`src/rtl/fsq_pkg.sv`:
```
package fsq_pkg;
  // Control byte layout, low nibble; upper nibble reads as zero
  typedef struct packed {
    logic hv;     // bit 3
    logic whole;  // bit 2
    logic erase;  // bit 1
    logic pgm;    // bit 0
  } ctrl_t;

  localparam int unsigned PGM_BIT   = 0;
  localparam int unsigned ERASE_BIT = 1;
  localparam int unsigned WHOLE_BIT = 2;
  localparam int unsigned HV_BIT    = 3;

  localparam logic [7:0] ERASED_BYTE = 8'hFF;

  function automatic logic [7:0] ctrl_byte(input ctrl_t c);
    return {4'b0000, c};
  endfunction
endpackage

```
`src/rtl/fsq_ctrl_reg.sv`:
```
module fsq_ctrl_reg
  import fsq_pkg::*;
(
  input  logic       clk,
  input  logic       rst,
  input  logic       wr_en,
  input  logic [7:0] wdata,
  input  logic       busy,
  output ctrl_t      ctrl
);
  ctrl_t nxt;

  always_comb begin
    nxt = ctrl;
    if (ctrl.hv) begin
      // modes frozen while high voltage is on; only hv may drop
      nxt.hv = wdata[HV_BIT];
    end else begin
      nxt.erase = wdata[ERASE_BIT];
      nxt.pgm   = wdata[PGM_BIT] & ~wdata[ERASE_BIT];
      nxt.whole = wdata[WHOLE_BIT];
      nxt.hv    = wdata[HV_BIT] &
                  ((ctrl.pgm & nxt.pgm) | (ctrl.erase & nxt.erase));
    end
  end

  always_ff @(posedge clk) begin
    if (rst) begin
      ctrl <= '0;
    end else if (wr_en && !busy) begin
      ctrl <= nxt;
    end
  end
endmodule

```
`src/rtl/fsq_prog_window.sv`:
```
module fsq_prog_window #(
  parameter int unsigned AW        = 9,
  parameter int unsigned ROW_BYTES = 32
) (
  input  logic                               clk,
  input  logic                               rst,
  input  logic                               active,
  input  logic                               wr_en,
  input  logic [AW-$clog2(ROW_BYTES)-1:0]    row_addr,
  output logic                               accept,
  output logic                               err
);
  localparam int unsigned ROW_AW = $clog2(ROW_BYTES);
  localparam int unsigned RW     = AW - ROW_AW;
  localparam int unsigned CW     = $clog2(ROW_BYTES + 1);

  logic [RW-1:0] row_q;
  logic          row_valid;
  logic [CW-1:0] cnt_q;
  logic          active_q;
  logic          row_hit;
  logic          room;

  assign row_hit = (row_q == row_addr);
  assign room    = (cnt_q != CW'(ROW_BYTES));
  assign accept  = wr_en & active & (~row_valid | (row_hit & room));

  always_ff @(posedge clk) begin
    if (rst) begin
      row_q     <= '0;
      row_valid <= 1'b0;
      cnt_q     <= '0;
      active_q  <= 1'b0;
      err       <= 1'b0;
    end else begin
      active_q <= active;
      if (!active) begin
        row_valid <= 1'b0;
        cnt_q     <= '0;
      end else if (accept) begin
        row_valid <= 1'b1;
        row_q     <= row_addr;
        cnt_q     <= cnt_q + CW'(1);
      end
      if (active && !active_q) begin
        err <= 1'b0;
      end else if (wr_en && active && !accept) begin
        err <= 1'b1;
      end
    end
  end
endmodule

```
`src/rtl/fsq_erase_seq.sv`:
```
module fsq_erase_seq #(
  parameter int unsigned AW          = 9,
  parameter int unsigned PAGE_BYTES  = 64,
  parameter int unsigned ARRAY_BYTES = 256
) (
  input  logic                               clk,
  input  logic                               rst,
  input  logic                               start,
  input  logic                               whole,
  input  logic [AW-$clog2(PAGE_BYTES)-1:0]   page_idx,
  output logic                               busy,
  output logic                               we,
  output logic [AW-1:0]                      waddr
);
  localparam int unsigned PAGE_AW = $clog2(PAGE_BYTES);
  localparam int unsigned PW      = AW - PAGE_AW;

  logic [PW-1:0] page_q;
  logic          whole_q;
  logic [AW-1:0] cnt_q;
  logic          last;

  assign last  = whole_q ? (cnt_q == AW'(ARRAY_BYTES - 1))
                         : (cnt_q[PAGE_AW-1:0] == PAGE_AW'(PAGE_BYTES - 1));
  assign waddr = whole_q ? cnt_q : {page_q, cnt_q[PAGE_AW-1:0]};
  assign we    = busy;

  always_ff @(posedge clk) begin
    if (rst) begin
      busy    <= 1'b0;
      whole_q <= 1'b0;
      page_q  <= '0;
      cnt_q   <= '0;
    end else if (!busy) begin
      if (start) begin
        busy    <= 1'b1;
        whole_q <= whole;
        page_q  <= page_idx;
        cnt_q   <= '0;
      end
    end else if (last) begin
      busy <= 1'b0;
    end else begin
      cnt_q <= cnt_q + AW'(1);
    end
  end
endmodule

```
`src/rtl/fsq_array.sv`:
```
module fsq_array #(
  parameter int unsigned DEPTH = 256,
  parameter int unsigned AW    = $clog2(DEPTH)
) (
  input  logic          clk,
  input  logic [AW-1:0] raddr,
  output logic [7:0]    rdata,
  input  logic          we,
  input  logic [AW-1:0] waddr,
  input  logic [7:0]    wdata
);
  logic [7:0] mem [DEPTH];

  // simple dual port, read-before-write
  always_ff @(posedge clk) begin
    if (we) mem[waddr] <= wdata;
    rdata <= mem[raddr];
  end
endmodule

```
`src/rtl/flash_seq.sv`:
```
module flash_seq
  import fsq_pkg::*;
#(
  parameter int unsigned ARRAY_BYTES = 512,
  parameter int unsigned PAGE_BYTES  = 64,
  parameter int unsigned ROW_BYTES   = 32,
  parameter int unsigned ADDR_W      = $clog2(ARRAY_BYTES) + 1,
  parameter int unsigned CTRL_ADDR   = ARRAY_BYTES
) (
  input  logic              clk,
  input  logic              rst,
  input  logic              bus_sel,
  input  logic              bus_we,
  input  logic [ADDR_W-1:0] bus_addr,
  input  logic [7:0]        bus_wdata,
  output logic [7:0]        bus_rdata,
  output logic              busy,
  output logic              prog_err
);
  localparam int unsigned AAW     = $clog2(ARRAY_BYTES);
  localparam int unsigned ROW_AW  = $clog2(ROW_BYTES);
  localparam int unsigned PAGE_AW = $clog2(PAGE_BYTES);
  localparam logic [ADDR_W-1:0] ARR_END = ADDR_W'(ARRAY_BYTES);
  localparam logic [ADDR_W-1:0] CTRL_A  = ADDR_W'(CTRL_ADDR);

  ctrl_t ctrl;
  logic  ctrl_pgm, ctrl_erase, ctrl_whole, ctrl_hv;

  logic           in_array, is_ctrl;
  logic           array_wr, ctrl_wr, rd_req;
  logic [AAW-1:0] arr_addr;
  logic           win_accept, erase_start;
  logic           er_we;
  logic [AAW-1:0] er_waddr;
  logic [7:0]     mem_q;

  // program read-modify-write stage
  logic           pend_valid;
  logic [AAW-1:0] pend_addr;
  logic [7:0]     pend_data;
  logic           prev_valid;
  logic [AAW-1:0] prev_addr;
  logic [7:0]     prev_val;
  logic [7:0]     wr_val;
  logic           fwd_hit;

  logic           mem_we;
  logic [AAW-1:0] mem_waddr;
  logic [7:0]     mem_wdata;

  logic           rd_use_mem;
  logic [7:0]     rd_reg;

  assign in_array = (bus_addr < ARR_END);
  assign is_ctrl  = (bus_addr == CTRL_A);
  assign arr_addr = bus_addr[AAW-1:0];
  assign array_wr = bus_sel & bus_we & in_array;
  assign ctrl_wr  = bus_sel & bus_we & is_ctrl;
  assign rd_req   = bus_sel & ~bus_we;

  assign ctrl_pgm   = ctrl.pgm;
  assign ctrl_erase = ctrl.erase;
  assign ctrl_whole = ctrl.whole;
  assign ctrl_hv    = ctrl.hv;

  fsq_ctrl_reg u_ctrl (
    .clk   (clk),
    .rst   (rst),
    .wr_en (ctrl_wr),
    .wdata (bus_wdata),
    .busy  (busy),
    .ctrl  (ctrl)
  );

  fsq_prog_window #(
    .AW        (AAW),
    .ROW_BYTES (ROW_BYTES)
  ) u_window (
    .clk      (clk),
    .rst      (rst),
    .active   (ctrl_pgm & ctrl_hv),
    .wr_en    (array_wr & ~busy),
    .row_addr (arr_addr[AAW-1:ROW_AW]),
    .accept   (win_accept),
    .err      (prog_err)
  );

  assign erase_start = array_wr & ctrl_erase & ctrl_hv & ~busy;

  fsq_erase_seq #(
    .AW          (AAW),
    .PAGE_BYTES  (PAGE_BYTES),
    .ARRAY_BYTES (ARRAY_BYTES)
  ) u_erase (
    .clk      (clk),
    .rst      (rst),
    .start    (erase_start),
    .whole    (ctrl_whole),
    .page_idx (arr_addr[AAW-1:PAGE_AW]),
    .busy     (busy),
    .we       (er_we),
    .waddr    (er_waddr)
  );

  // stored & new, with bypass when the previous cycle wrote the same byte
  assign wr_val  = ((prev_valid && prev_addr == pend_addr) ? prev_val : mem_q) & pend_data;
  assign fwd_hit = pend_valid && (pend_addr == arr_addr);

  always_comb begin
    if (er_we) begin
      mem_we    = 1'b1;
      mem_waddr = er_waddr;
      mem_wdata = ERASED_BYTE;
    end else begin
      mem_we    = pend_valid;
      mem_waddr = pend_addr;
      mem_wdata = wr_val;
    end
  end

  fsq_array #(
    .DEPTH (ARRAY_BYTES),
    .AW    (AAW)
  ) u_array (
    .clk   (clk),
    .raddr (arr_addr),
    .rdata (mem_q),
    .we    (mem_we),
    .waddr (mem_waddr),
    .wdata (mem_wdata)
  );

  always_ff @(posedge clk) begin
    if (rst) begin
      pend_valid <= 1'b0;
      pend_addr  <= '0;
      pend_data  <= '0;
      prev_valid <= 1'b0;
      prev_addr  <= '0;
      prev_val   <= '0;
      rd_use_mem <= 1'b0;
      rd_reg     <= '0;
    end else begin
      pend_valid <= win_accept;
      pend_addr  <= arr_addr;
      pend_data  <= bus_wdata;
      prev_valid <= pend_valid;
      prev_addr  <= pend_addr;
      prev_val   <= wr_val;
      if (rd_req) begin
        rd_use_mem <= in_array & ~busy & ~fwd_hit;
        if (is_ctrl)                rd_reg <= ctrl_byte(ctrl);
        else if (in_array && busy)  rd_reg <= ERASED_BYTE;
        else if (in_array)          rd_reg <= wr_val;
        else                        rd_reg <= 8'h00;
      end
    end
  end

  assign bus_rdata = rd_use_mem ? mem_q : rd_reg;
endmodule

```
`config.mk`:
```
export PLATFORM = sky130hd
export DESIGN_NAME = flash_seq
export DESIGN_NICKNAME = d
export VERILOG_FILES = /design/src/rtl/fsq_pkg.sv /design/src/rtl/fsq_ctrl_reg.sv /design/src/rtl/fsq_prog_window.sv /design/src/rtl/fsq_erase_seq.sv /design/src/rtl/fsq_array.sv /design/src/rtl/flash_seq.sv
export SDC_FILE = /design/constraint.sdc
export NUM_CORES = 2
export LEC_CHECK = 0
export BUFFER_PORTS_ARGS = -buffer_cell sky130_fd_sc_hd__buf_4
export CAP_MARGIN = 10
export CORE_AREA = 2 2 701 982
export DETAILED_ROUTE_END_ITERATION = 10
export DIE_AREA = 0 0 703 984
export GPL_ROUTABILITY_DRIVEN = 0
export PLACE_DENSITY = 0.41
export SLEW_MARGIN = 30
export SYNTH_ARGS = -nofsm -noshare
export SYNTH_HDL_FRONTEND = slang
export SYNTH_HIERARCHICAL = 1
export SYNTH_SLANG_ARGS = --single-unit
```
`constraint.sdc`:
```
create_clock -name clk -period 13.7 [get_ports clk]
set_input_delay 0.685 -clock clk [delete_from_list [all_inputs] [get_ports clk]]
set_output_delay 0.685 -clock clk [all_outputs]
set_load 0.01 [all_outputs]
```
==> flow_metrics.env <==
export IMPL_powerDensity_mw_per_mm2=143
export IMPL_final_cell_mix="edfxtp_1 (4096), mux2i_1 (804), mux4_2 (654), nor2_1 (565), clkbuf_16 (426)"
export IMPL_ys_flop_type="edfxtp_1"
export IMPL_overflow=0
export IMPL_pwr_share_comb_pct=5.2
export IMPL_cts_tree="done"
export IMPL_grt_pass1_wl_mm=712
export IMPL_ios=32
export IMPL_slowest_delay_ns=0.78
export IMPL_postSynthRegisterBits=4180
export IMPL_drt_wl_total_mm=514
export IMPL_drt_initial_drc_count=6655
export IMPL_synthDistinctLibCells=78
export IMPL_cp_common_cell="buf_4"
export IMPL_critPathKind="in2reg"
export IMPL_htreeDepth=5
export IMPL_ir_worst_vdd_mv=0.101
export IMPL_die_area_sq_mm=0.692
export IMPL_final_common_cell="edfxtp_1"
export IMPL_syn_num_nets=8439
export IMPL_crit_required_ns=14.61
export IMPL_wl_per_cell_um=28.6
export IMPL_fp_row_count=360
export IMPL_via_per_inst=4.61
export IMPL_max_freq_ghz=0.177
export IMPL_cp_end_kind="flip-flop"
export IMPL_power_mw=27.0
export IMPL_grt_antenna_before_repair=18
export IMPL_start_util_pct=23.9
export IMPL_fin_tns_setup_ns=0
export IMPL_clk_pin_slew_worst_paths_ns=0.07
export IMPL_syn_to_final_growth_pct=15.2
export IMPL_syn_avg_cell_area_sq_um=19.4
export IMPL_busiest_layer="met2"
export IMPL_die_width_um=703
export IMPL_outcome="completed"
export IMPL_synth_cells=8413
export IMPL_holdWs_ns=0.120
export IMPL_power_internal_mw=21.0
export IMPL_largest_reg_flops=4096
export IMPL_rsz0062_at_grt="no"
export IMPL_layout_min_cycle_time_ns=5.66
export IMPL_globalRouteMet1Util_pct=16.5
export IMPL_seqPwrFrac_pct=52.4
export IMPL_met2_usage_pct=27.4
export IMPL_max_cap_viol_count=0
export IMPL_grt_max_degree=185
export IMPL_path_max_fanout=84
export IMPL_fin_skew_ns=0.0676
export IMPL_grt_usage_pct=14.5
export IMPL_path_cells="buf_16 > buf_4 > buf_4 > buf_4 > buf_4 > mux4_2 > o21ai_0 > nand3_1 > nand4_1 > o21ai_0 > o2111a_1"
export IMPL_p_sw_mw=6.05
export IMPL_drive_above_1_share_pct=18.6
export IMPL_cts_buffers=419
export IMPL_dr_pass1_iters=6
export IMPL_slew_headroom_pct=22.5
export IMPL_largest_register="u_array/mem"
export IMPL_nNetsFinal=8575
export IMPL_use_met3_pct=1.47
export IMPL_pre_cts_ws_ns=6.97
export IMPL_finalSetupViolCount=0
export IMPL_synth_edff_count=4096
export IMPL_vias=82800
export IMPL_ant_nets=0
export IMPL_numPortBuffers=31
export IMPL_clockPowerShare_pct=42.4
export IMPL_cts_sinks=4180
export IMPL_cp_slowest_cell="buf_4"
export IMPL_netlist_area_leader_share_pct=75.2
export IMPL_core_sq_mm=0.684
export IMPL_clockRootBuffer="clkbuf_16"
export IMPL_num_fill_cells=67900
export IMPL_synth_area_top_cells="edfxtp_1 (75%), mux4_2 (9.0%), mux2i_1 (4.9%)"
export IMPL_slew_violations=0
export IMPL_ys_seq_area_share_pct=76.2
export IMPL_dieHeight_um=984
export IMPL_drc_errors=0
export IMPL_dpl_hpwl_mm=323
export IMPL_cts_resized=0
export IMPL_hold_violations=0
export IMPL_arrival_ns=6.57
export IMPL_setup_worst_path_start_class="input port"
export IMPL_yosysTopAreaCell="edfxtp_1"
export IMPL_hold_class="in2reg"
export IMPL_p_leak_nw=58.5
export IMPL_synthArstFlopShare_pct=0
export IMPL_clk_path_buf_depth=4
export IMPL_grt_pass1_vias=86500
export IMPL_fin_crit_sh_pct=41.3
export IMPL_switching_share_pct=22.4
export IMPL_worst_slack_ns=8.04
export IMPL_synth_warnings=6
export IMPL_syn_cell_area_sq_mm=0.164
export IMPL_worstMarginPinSlew_ns=1.16
export IMPL_clk_latency_ns=1.05
cell usage after synthesis (all sizes together), types with 5 or more instances:
cell and number:
a211oi 17, a21oi 219, a22o 5, a22oi 62, a31oi 15, and2 23
and3 10, buf 259, clkbuf 276, dfxtp 84, edfxtp 4096, inv 8
mux2 20, mux2i 804, mux4 654, nand2 138, nand2b 16, nand3 52
nand4 35, nor2 617, nor2b 41, nor3 116, nor3b 9, nor4 42
o2111a 8, o211ai 5, o21ai 121, o221ai 376, o22a 7, o22ai 168
o311ai 6, o31ai 18, o41ai 7, or2 7, or3 11, xnor2 7
xor2 16
power by group through the flow:
stage	clock network, mW	registers (mW)	logic, mW
after floorplan	0	14.6	0.792
after global placement	0	14.4	1.40
after detailed placement	0	14.4	1.43
after CTS	11.8	14.2	1.43
after global routing	12.2	14.2	1.48
final	11.5	14.2	1.40
per-stage QoR:
stage               cells  instance area (sq um)  util, %
finish              18000                 188000     27.6
global placement    17200                 174000     25.5
global route        18000                 188000     27.6
floorplan            8413                 164000        -
detailed placement  17200                 175000     25.5
CTS                 17900                 188000     27.5
layer usage:
layer  wire length (um)  up-vias
met5                 13        -
met4              23000        2
met2             279000     1941
met1             195000    45000
met3              17300      673
li1                   -    35100
cell families after synthesis:
family                     synth area share, %
DFF                                       76.2
muxes                                     14.1
and+or+nand+nor                           3.12
AOI/OAI and AO/OA                         4.54
buffers and inverters                     1.90
xor gates and xnor gates                 0.151
adders and majority gates               0.0306
repair_timing:
item,4_1_cts,5_1_grt
setup buffers,0,0
endpoints found under the hold margin,17,0
hold buffers,10,0
cell type report:
cell class,instances,area [sq um],area share [%]
clock inverter,257,2530,1.34
tap,9050,11300,6.01
multi-input combinational,3690,36400,19.3
clock buffer,513,11000,5.83
antenna,12,30.0,0.0159
sequential,4180,125000,66.1
inverter,8,38.8,0.0206
timing repair buffer,250,2480,1.32
final timing paths:
check        depth (start not counted)         startpoint  slack (ns)                  to
max                                 11        bus_addr[0]        8.04    u_array/rdata[7]
min                                  3        bus_addr[8]        0.12   u_erase/page_q[2]
max reg2reg                          9       pend_addr[0]        8.51  u_array/mem[66][7]
min reg2reg                          2  u_erase/page_q[2]        0.45   u_erase/page_q[2]
critical path: cells and delay by family:
family | cells | cell delay, ns
AO/OA/AOI/OAI | 3 | 1.20
buffers and inverters | 5 | 3.19
multiplexers | 1 | 0.59
AND/OR/NAND/NOR | 2 | 0.51
(Power assumes the default switching activity.)
